`src/rtl/i2c10_pkg.sv`:
```
`timescale 1ns/1ps
package i2c10_pkg;
  localparam int BYTE_W = 8;
  localparam int ADDR_W = 10;
  localparam int ACK_SLOT = BYTE_W;
  localparam logic [4:0] TEN_BIT_TAG = 5'b11110;

  typedef enum logic [2:0] {
    ST_IDLE, ST_START, ST_BIT, ST_WAIT, ST_STOP
  } bus_st_t;

  typedef enum logic [1:0] {
    K_HDR1, K_HDR2, K_DATA
  } byte_kind_t;
endpackage

```
`src/rtl/i2c10_qtick.sv`:
```
`timescale 1ns/1ps
module i2c10_qtick #(
  parameter int QUARTER = 4
) (
  input  logic clk,
  input  logic rst_n,
  input  logic run,
  output logic tick
);
  localparam int CW = (QUARTER > 1) ? $clog2(QUARTER) : 1;
  localparam logic [CW-1:0] LAST = CW'(QUARTER - 1);

  logic [CW-1:0] cnt;

  always_ff @(posedge clk or negedge rst_n) begin
    if (!rst_n)                 cnt <= '0;
    else if (!run || cnt == LAST) cnt <= '0;
    else                        cnt <= cnt + 1'b1;
  end

  assign tick = run && (cnt == LAST);

  generate
    if (QUARTER > 1) begin : g_gap

      tick_gap_chk: assert property (@(posedge clk) disable iff (!rst_n)
        tick |=> !tick);
    end
  endgenerate
endmodule

```
`src/rtl/i2c10_txbuf.sv`:
```
`timescale 1ns/1ps
module i2c10_txbuf #(
  parameter int W = 8
) (
  input  logic         clk,
  input  logic         rst_n,
  input  logic         in_valid,
  output logic         in_ready,
  input  logic [W-1:0] in_data,
  input  logic         drain,
  input  logic         flush,
  output logic         full,
  output logic [W-1:0] dout
);
  logic take;
  assign in_ready = !full;
  assign take     = in_valid && !full;

  always_ff @(posedge clk or negedge rst_n) begin
    if (!rst_n) begin
      full <= 1'b0;
      dout <= '0;
    end else begin
      if (take) begin
        full <= 1'b1;
        dout <= in_data;
      end else if (drain || flush) begin
        full <= 1'b0;
      end
    end
  end


  hold_chk: assert property (@(posedge clk) disable iff (!rst_n)
    (full && !drain && !flush) |=> (full && $stable(dout)));

  accept_chk: assert property (@(posedge clk) disable iff (!rst_n)
    (in_valid && in_ready) |=> full);
endmodule

```
`src/rtl/i2c10_seq.sv`:
```
`timescale 1ns/1ps
module i2c10_seq
  import i2c10_pkg::*;
(
  input  logic              clk,
  input  logic              rst_n,
  input  logic              enable,
  input  logic              mode_10b,
  input  logic [ADDR_W-1:0] slave_addr,
  input  logic              start_req,
  input  logic              stop_req,
  input  logic              tick,
  input  logic              buf_full,
  input  logic [BYTE_W-1:0] buf_data,
  input  logic              sda_in,
  output logic              drain,
  output logic              flush,
  output logic              run,
  output logic              scl_oe,
  output logic              sda_oe,
  output logic              busy,
  output logic              ack_ok,
  output logic              nack_flag
);
  localparam logic [3:0] LAST_BIT = 4'(ACK_SLOT);

  bus_st_t           st;
  byte_kind_t        kind;
  logic [1:0]        ph;
  logic [3:0]        bitn;
  logic [BYTE_W-1:0] sh;
  logic              sda_lo, samp, start_pend, stop_pend;
  logic              end_q;
  logic [BYTE_W-1:0] hdr1;

  assign end_q = tick && (ph == 2'd3);
  assign hdr1  = mode_10b ? {TEN_BIT_TAG, slave_addr[9:8], 1'b0}
                          : {slave_addr[6:0], 1'b0};
  assign busy  = (st != ST_IDLE);
  assign run   = busy;
  assign drain = (st == ST_BIT) && (kind == K_DATA) && (bitn == 4'd0) && end_q;
  assign flush = (st == ST_BIT) && (bitn == LAST_BIT) && end_q && samp;

  always_ff @(posedge clk or negedge rst_n) begin
    if (!rst_n) begin
      st <= ST_IDLE; kind <= K_HDR1; ph <= '0; bitn <= '0; sh <= '0;
      sda_lo <= 1'b0; samp <= 1'b1; start_pend <= 1'b0; stop_pend <= 1'b0;
      ack_ok <= 1'b0; nack_flag <= 1'b0;
    end else if (!enable) begin
      st <= ST_IDLE; ph <= '0; sda_lo <= 1'b0;
      start_pend <= 1'b0; stop_pend <= 1'b0;
    end else begin
      if (start_req) start_pend <= 1'b1;
      if (stop_req && busy) stop_pend <= 1'b1;
      case (st)
        ST_IDLE: if (start_pend) begin
          st <= ST_START; ph <= '0; start_pend <= 1'b0;
          ack_ok <= 1'b0; nack_flag <= 1'b0;
        end
        ST_START: if (tick) begin
          ph <= ph + 2'd1;
          if (ph == 2'd3) begin
            sda_lo <= 1'b1; st <= ST_BIT; bitn <= '0; sh <= hdr1; kind <= K_HDR1;
          end
        end
        ST_BIT: if (tick) begin
          ph <= ph + 2'd1;
          if (ph == 2'd0) sda_lo <= (bitn == LAST_BIT) ? 1'b0 : !sh[BYTE_W-1];
          if (ph == 2'd2) samp <= sda_in;
          if (ph == 2'd3) begin
            if (bitn != LAST_BIT) begin
              sh   <= {sh[BYTE_W-2:0], 1'b0};
              bitn <= bitn + 4'd1;
            end else begin
              bitn <= '0;
              if (samp) begin
                nack_flag <= 1'b1; ack_ok <= 1'b0;
                start_pend <= 1'b0; stop_pend <= 1'b0; st <= ST_STOP;
              end else begin
                ack_ok <= 1'b1;
                if (kind == K_HDR1 && mode_10b) begin
                  sh <= slave_addr[7:0]; kind <= K_HDR2;
                end else if (stop_pend) begin
                  stop_pend <= 1'b0; st <= ST_STOP;
                end else if (buf_full) begin
                  sh <= buf_data; kind <= K_DATA;
                end else begin
                  st <= ST_WAIT;
                end
              end
            end
          end
        end
        ST_WAIT: if (tick) begin
          if (stop_pend) begin
            stop_pend <= 1'b0; st <= ST_STOP; ph <= '0;
          end else if (buf_full) begin
            sh <= buf_data; kind <= K_DATA; st <= ST_BIT; bitn <= '0; ph <= '0;
          end
        end
        ST_STOP: if (tick) begin
          ph <= ph + 2'd1;
          if (ph == 2'd0) sda_lo <= 1'b1;
          if (ph == 2'd3) begin
            sda_lo <= 1'b0; st <= ST_IDLE;
          end
        end
        default: st <= ST_IDLE;
      endcase
    end
  end

  always_comb begin
    case (st)
      ST_START: begin scl_oe = 1'b0;   sda_oe = ph[1];  end
      ST_BIT,
      ST_STOP:  begin scl_oe = !ph[1]; sda_oe = sda_lo; end
      ST_WAIT:  begin scl_oe = 1'b1;   sda_oe = sda_lo; end
      default:  begin scl_oe = 1'b0;   sda_oe = 1'b0;   end
    endcase
  end


  sda_hi_stable_chk: assert property (@(posedge clk) disable iff (!rst_n)
    (st == ST_BIT && !scl_oe && !$past(scl_oe)) |-> $stable(sda_oe));

  nack_stop_chk: assert property (@(posedge clk) disable iff (!rst_n)
    $rose(nack_flag) |-> (st == ST_STOP));
endmodule

```
`src/rtl/i2c10_master_tx.sv`:
```
`timescale 1ns/1ps
module i2c10_master_tx
  import i2c10_pkg::*;
#(
  parameter int QUARTER = 4
) (
  input  logic              clk,
  input  logic              rst_n,
  input  logic              enable,
  input  logic              mode_10b,
  input  logic              tx_ie,
  input  logic [ADDR_W-1:0] slave_addr,
  input  logic              start_req,
  input  logic              stop_req,
  input  logic              in_valid,
  output logic              in_ready,
  input  logic [BYTE_W-1:0] in_data,
  output logic              scl_oe,
  output logic              sda_oe,
  input  logic              sda_in,
  output logic              busy,
  output logic              irq,
  output logic              ack_ok,
  output logic              nack_flag
);
  logic              tick, run, drain, flush, buf_full;
  logic [BYTE_W-1:0] buf_data;

  i2c10_qtick #(.QUARTER(QUARTER)) u_qtick (
    .clk(clk), .rst_n(rst_n), .run(run), .tick(tick)
  );

  i2c10_txbuf #(.W(BYTE_W)) u_buf (
    .clk(clk), .rst_n(rst_n), .in_valid(in_valid), .in_ready(in_ready),
    .in_data(in_data), .drain(drain), .flush(flush),
    .full(buf_full), .dout(buf_data)
  );

  i2c10_seq u_seq (
    .clk(clk), .rst_n(rst_n), .enable(enable), .mode_10b(mode_10b),
    .slave_addr(slave_addr), .start_req(start_req), .stop_req(stop_req),
    .tick(tick), .buf_full(buf_full), .buf_data(buf_data), .sda_in(sda_in),
    .drain(drain), .flush(flush), .run(run), .scl_oe(scl_oe), .sda_oe(sda_oe),
    .busy(busy), .ack_ok(ack_ok), .nack_flag(nack_flag)
  );

  assign irq = tx_ie && enable && !buf_full;


  irq_ready_chk: assert property (@(posedge clk) disable iff (!rst_n)
    irq |-> in_ready);
endmodule

```
`config.mk`:
```
export PLATFORM = sky130hd
export DESIGN_NAME = i2c10_master_tx
export DESIGN_NICKNAME = d
export VERILOG_FILES = /design/src/rtl/i2c10_pkg.sv /design/src/rtl/i2c10_qtick.sv /design/src/rtl/i2c10_txbuf.sv /design/src/rtl/i2c10_seq.sv /design/src/rtl/i2c10_master_tx.sv
export SDC_FILE = /design/constraint.sdc
export NUM_CORES = 1
export LEC_CHECK = 0
export ABC_AREA = 0
export BUFFER_PORTS_ARGS = -buffer_cell sky130_fd_sc_hd__clkbuf_2
export CELL_PAD_IN_SITES_DETAIL_PLACEMENT = 0
export CELL_PAD_IN_SITES_GLOBAL_PLACEMENT = 1
export CORE_UTILIZATION = 40
export DETAILED_ROUTE_END_ITERATION = 10
export GPL_ROUTABILITY_DRIVEN = 0
export GPL_TIMING_DRIVEN = 1
export PLACE_DENSITY_LB_ADDON = 0.1
export REMOVE_ABC_BUFFERS = 1
export SLEW_MARGIN = 0
export SYNTH_ARGS = -nofsm -noshare
export SYNTH_HDL_FRONTEND = slang
export SYNTH_SLANG_ARGS = --single-unit
```
`constraint.sdc`:
```
create_clock -name clk -period 1.7 [get_ports clk]
set_input_delay 0.17 -clock clk [delete_from_list [all_inputs] [get_ports clk]]
set_output_delay 0.17 -clock clk [all_outputs]
set_load 0.02 [all_outputs]
```
==> flow_metrics.tcl <==
set metrics [dict create \
    num_io_pins 34 \
    critical_path_depth 6 \
    cts_sinks 36 \
    core_region_area_sq_um 5570 \
    rsz0062_at_grt "yes" \
    crit_start "u_seq.ph[0]$_DFFE_PN0P_" \
    multi_input_area_sq_um 1430 \
    crit_type "reg -> reg" \
    portBuffers 33 \
    rr_startpoint "u_seq.ph[0]$_DFFE_PN0P_" \
    htreeDepth 2 \
    power.density_nw_per_um2 939 \
    drv_slew 0 \
    hpwl_mm 4.50 \
    skew_ns 0.00553 \
    die_h_um 78.7 \
    avgViaCountPerCell 5.52 \
    grt-ovfl-total 0 \
    synth-edff-count 0 \
    vias 2179 \
    hold_viol_final 0 \
    power.switching_mw 1.02 \
    numCtsBuffers 5 \
    final_util_pct 57.0 \
    max_freq_mhz 576 \
    outcome "finished, violations left" \
    violations "negative setup slack" \
    leakage_nw 1.50 \
    maxCapViolations 0 \
    timing.final.crit_share_pct 102 \
    synth_ff_type "dfrtp_1" \
    slowest_delay_ns 0.50 \
    cts_tree "built" \
    cts.path.max_buffers 2 \
    r2r_cells 6 \
    core.rowCount 27 \
    wl_mm 6.22 \
    tightestPinTransition_ns 0.371 \
    ant_nets 0 \
    syn_avg_cell_area_sq_um 9.48 \
    critPathLaunchType "register" \
    ys_seq_area_share_pct 38.4 \
    ys_async_sr_fraction_pct 100 \
    drt-initial-drc-count 123 \
    area_growth_syn_to_layout_pct 35.1 \
    grt_pass1_vias 2050 \
    cp_max_fo 3 \
    p_int_mw 1.96 \
    placed_area_sq_um 2880 \
    combPwrFrac_pct 44.2 \
    synth.distinct_cells 61 \
    synth_commonest_cells "dfrtp_1, o21ai_0, nand2_1" \
    cp.arrival_ns 1.96 \
    min_path_type "in -> reg" \
    yosys.area.top_type "dfrtp_1" \
    ys_ff_latch 36 \
    switching_share_pct 34.1 \
    worstPathCellList "ha_2, maj3_1, nand4b_1, a21o_1, or4_1, nand3_2" \
    setup_viol 4 \
    fin_nets 356 \
    slew_headroom_pct 74.9 \
    die_w_um 78.7 \
    die_area_sq_um 6190 \
    p_seq_share_pct 33.9 \
    antenna_found_initial 0 \
    cpLargestDelayFamily "simple AND/OR/NAND/NOR gates" \
    grt_pass1_wl_mm 10.2 \
    initial_core_util_pct 42.2 \
    holdPathStages 3 \
    drc 0 \
    grt_max_degree 37 \
    p_clk_share_pct 21.9 \
    cts-root-buf "clkbuf_8" \
    endpoint_kind "register" \
    worstSkewPairLatency_ns 0.29 \
    synth_most_common_cell "dfrtp_1" \
    vdd_drop_max_mv 0.658 \
    holdCritStartpoint "sda_in" \
    worst-path-buf-inv 0 \
    syn_inst 248 \
    wire_per_inst_um 15.7 \
    syn_area_sq_um 2350 \
    synth_area_leaders "dfrtp_1, mux2i_1, mux2_2" \
    nFillCells 525 \
    min_period_ns 1.74 \
    fin_area_sq_um 3180 \
    ys_warn_count 0 \
    drtPass1Iterations 4 \
    setup_slack_ns -0.0372 \
    cts.clk_slew.worst_paths_ns 0.07 \
    diodes 0 \
    place_ws_ns -0.116 \
    synth_top_area_share_pct 37.2 \
    seq_area_sq_um 903 \
    final_layout_size_suffix_gt1_share_pct 41.5 \
    groute.usage.overall_pct 21.6 \
    required_ns 1.92 \
    crit_path_top_delay_cell "or4_1" \
]
==> path summary, 6_finish.rpt <==
| check | endpoint | slack, ns |
|---|---|---|
| max reg2reg | u_seq.bitn[3]$_DFFE_PN0P_ | -0.04 |
| max | u_seq.bitn[3]$_DFFE_PN0P_ | -0.04 |
| max in group asynchronous | u_seq.samp$_DFFE_PN1P_ | 1.06 |
| min | u_seq.samp$_DFFE_PN1P_ | 0.08 |
| min in group asynchronous | u_seq.nack_flag$_DFFE_PN0P_ | 0.38 |
| min reg2reg | u_qtick.cnt[0]$_DFF_PN0_ | 0.45 |
==> state kept, by name, summed over array words and instances (netlist names) <==
signal and count:
u_seq.bitn 4, u_seq.kind 2, u_seq.samp 1, u_seq.start_pend 1, u_seq.nack_flag 1, u_buf.full 1
u_seq.st 3, u_seq.ph 2, u_seq.ack_ok 1, u_seq.sda_lo 1, u_seq.sh 8, u_qtick.cnt 2
u_seq.stop_pend 1, u_buf.dout 8
==> power by group through the flow <==
stage | Sequential [mW] | Clock (mW) | Combinational [mW]
after floorplan | 1.08 | 0 | 0.580
after global placement | 1.03 | 0 | 1.11
after detailed placement | 1.03 | 0 | 1.11
after CTS | 1.01 | 0.679 | 1.24
after global routing | 1.02 | 0.712 | 1.44
final | 1.01 | 0.652 | 1.32
==> per-layer routing <==
layer	wire (um)	track usage, %	vias up
met3	162	3.72	5
met2	2920	33.7	34
met4	50	5.93	0
li1	-	-	1073
met1	3080	30.4	1067
met5	0	0	-
==> cell usage in the layout (no fill, tap or decap), types with 3 or more instances in the layout <==
master | netlist | routed
a21oi_1 | 8 | 5
buf_4 | 1 | 44
o211ai_1 | 5 | 5
a21oi_2 | 1 | 3
clkbuf_2 | 0 | 30
nand3_1 | 10 | 9
a21o_1 | 5 | 5
mux2_2 | 8 | 8
a22o_1 | 4 | 4
nand2_1 | 16 | 16
nor2b_1 | 7 | 5
ha_2 | 0 | 3
nor2_1 | 13 | 11
inv_1 | 9 | 8
o2bb2ai_1 | 3 | 3
nand4b_1 | 3 | 3
mux2i_1 | 12 | 12
o21ai_0 | 17 | 13
a32oi_1 | 4 | 4
dfrtp_1 | 35 | 34
clkbuf_8 | 0 | 7
buf_6 | 3 | 7
o31ai_1 | 3 | 3
ha_1 | 6 | 3
o22ai_1 | 3 | 3
o21ai_1 | 3 | 7
nor3_1 | 9 | 8
nor3b_1 | 5 | 4
==> kinds of logic (layout without fill, tap and decap cells) <==
logic type / after synthesis / in the layout / share of synthesized area [%]
and+or+nand+nor: 82 / 82 / 20.5
AOI/OAI and AO/OA: 75 / 75 / 22.3
DFF: 36 / 36 / 38.4
buffers and inverters: 27 / 102 / 5.85
muxes: 20 / 20 / 8.94
adders and majority gates: 7 / 7 / 3.62
xor gates and xnor gates: 1 / 1 / 0.372
==> metrics by stage <==
step	total power, mW	std cells	TNS, ns	hold slack, ns
3_3_place_gp	2.14	380	-0.819	0.157
2_1_floorplan	1.66	230	-2.69	-0.126
5_1_grt	3.18	395	-1.01	0.0908
4_1_cts	2.92	394	-0.0534	0.0728
3_5_place_dp	2.14	380	-1.06	0.157
6_report	2.98	395	-0.0661	0.0778
==> final cells by class <==
type,count,area share [%]
clock buffer,7,3.03
inverter,9,1.06
multi-input combinational,185,45.1
sequential,36,28.4
tap,72,2.84
timing repair buffer,86,19.5
==> worst register-to-register path: cells and delay by family, from the launching register on <==
family                     cells  cell delay, ns
DFF                            1            0.36
and+or+nand+nor                3            0.75
adders and majority gates      2            0.34
AOI/OAI and AO/OA              1            0.23
==> what timing repair did <==
item | in CTS | in global routing
gates resized for setup | 22 | 25
setup endpoints to repair | 18 | 24
hold buffers | 1 | 0
buffers inserted | 6 | 2
gates cloned | 0 | 1
pin swaps | 20 | 11
hold endpoints to repair | 35 | 0
No activity file was read; power rests on OpenSTA's default activity.
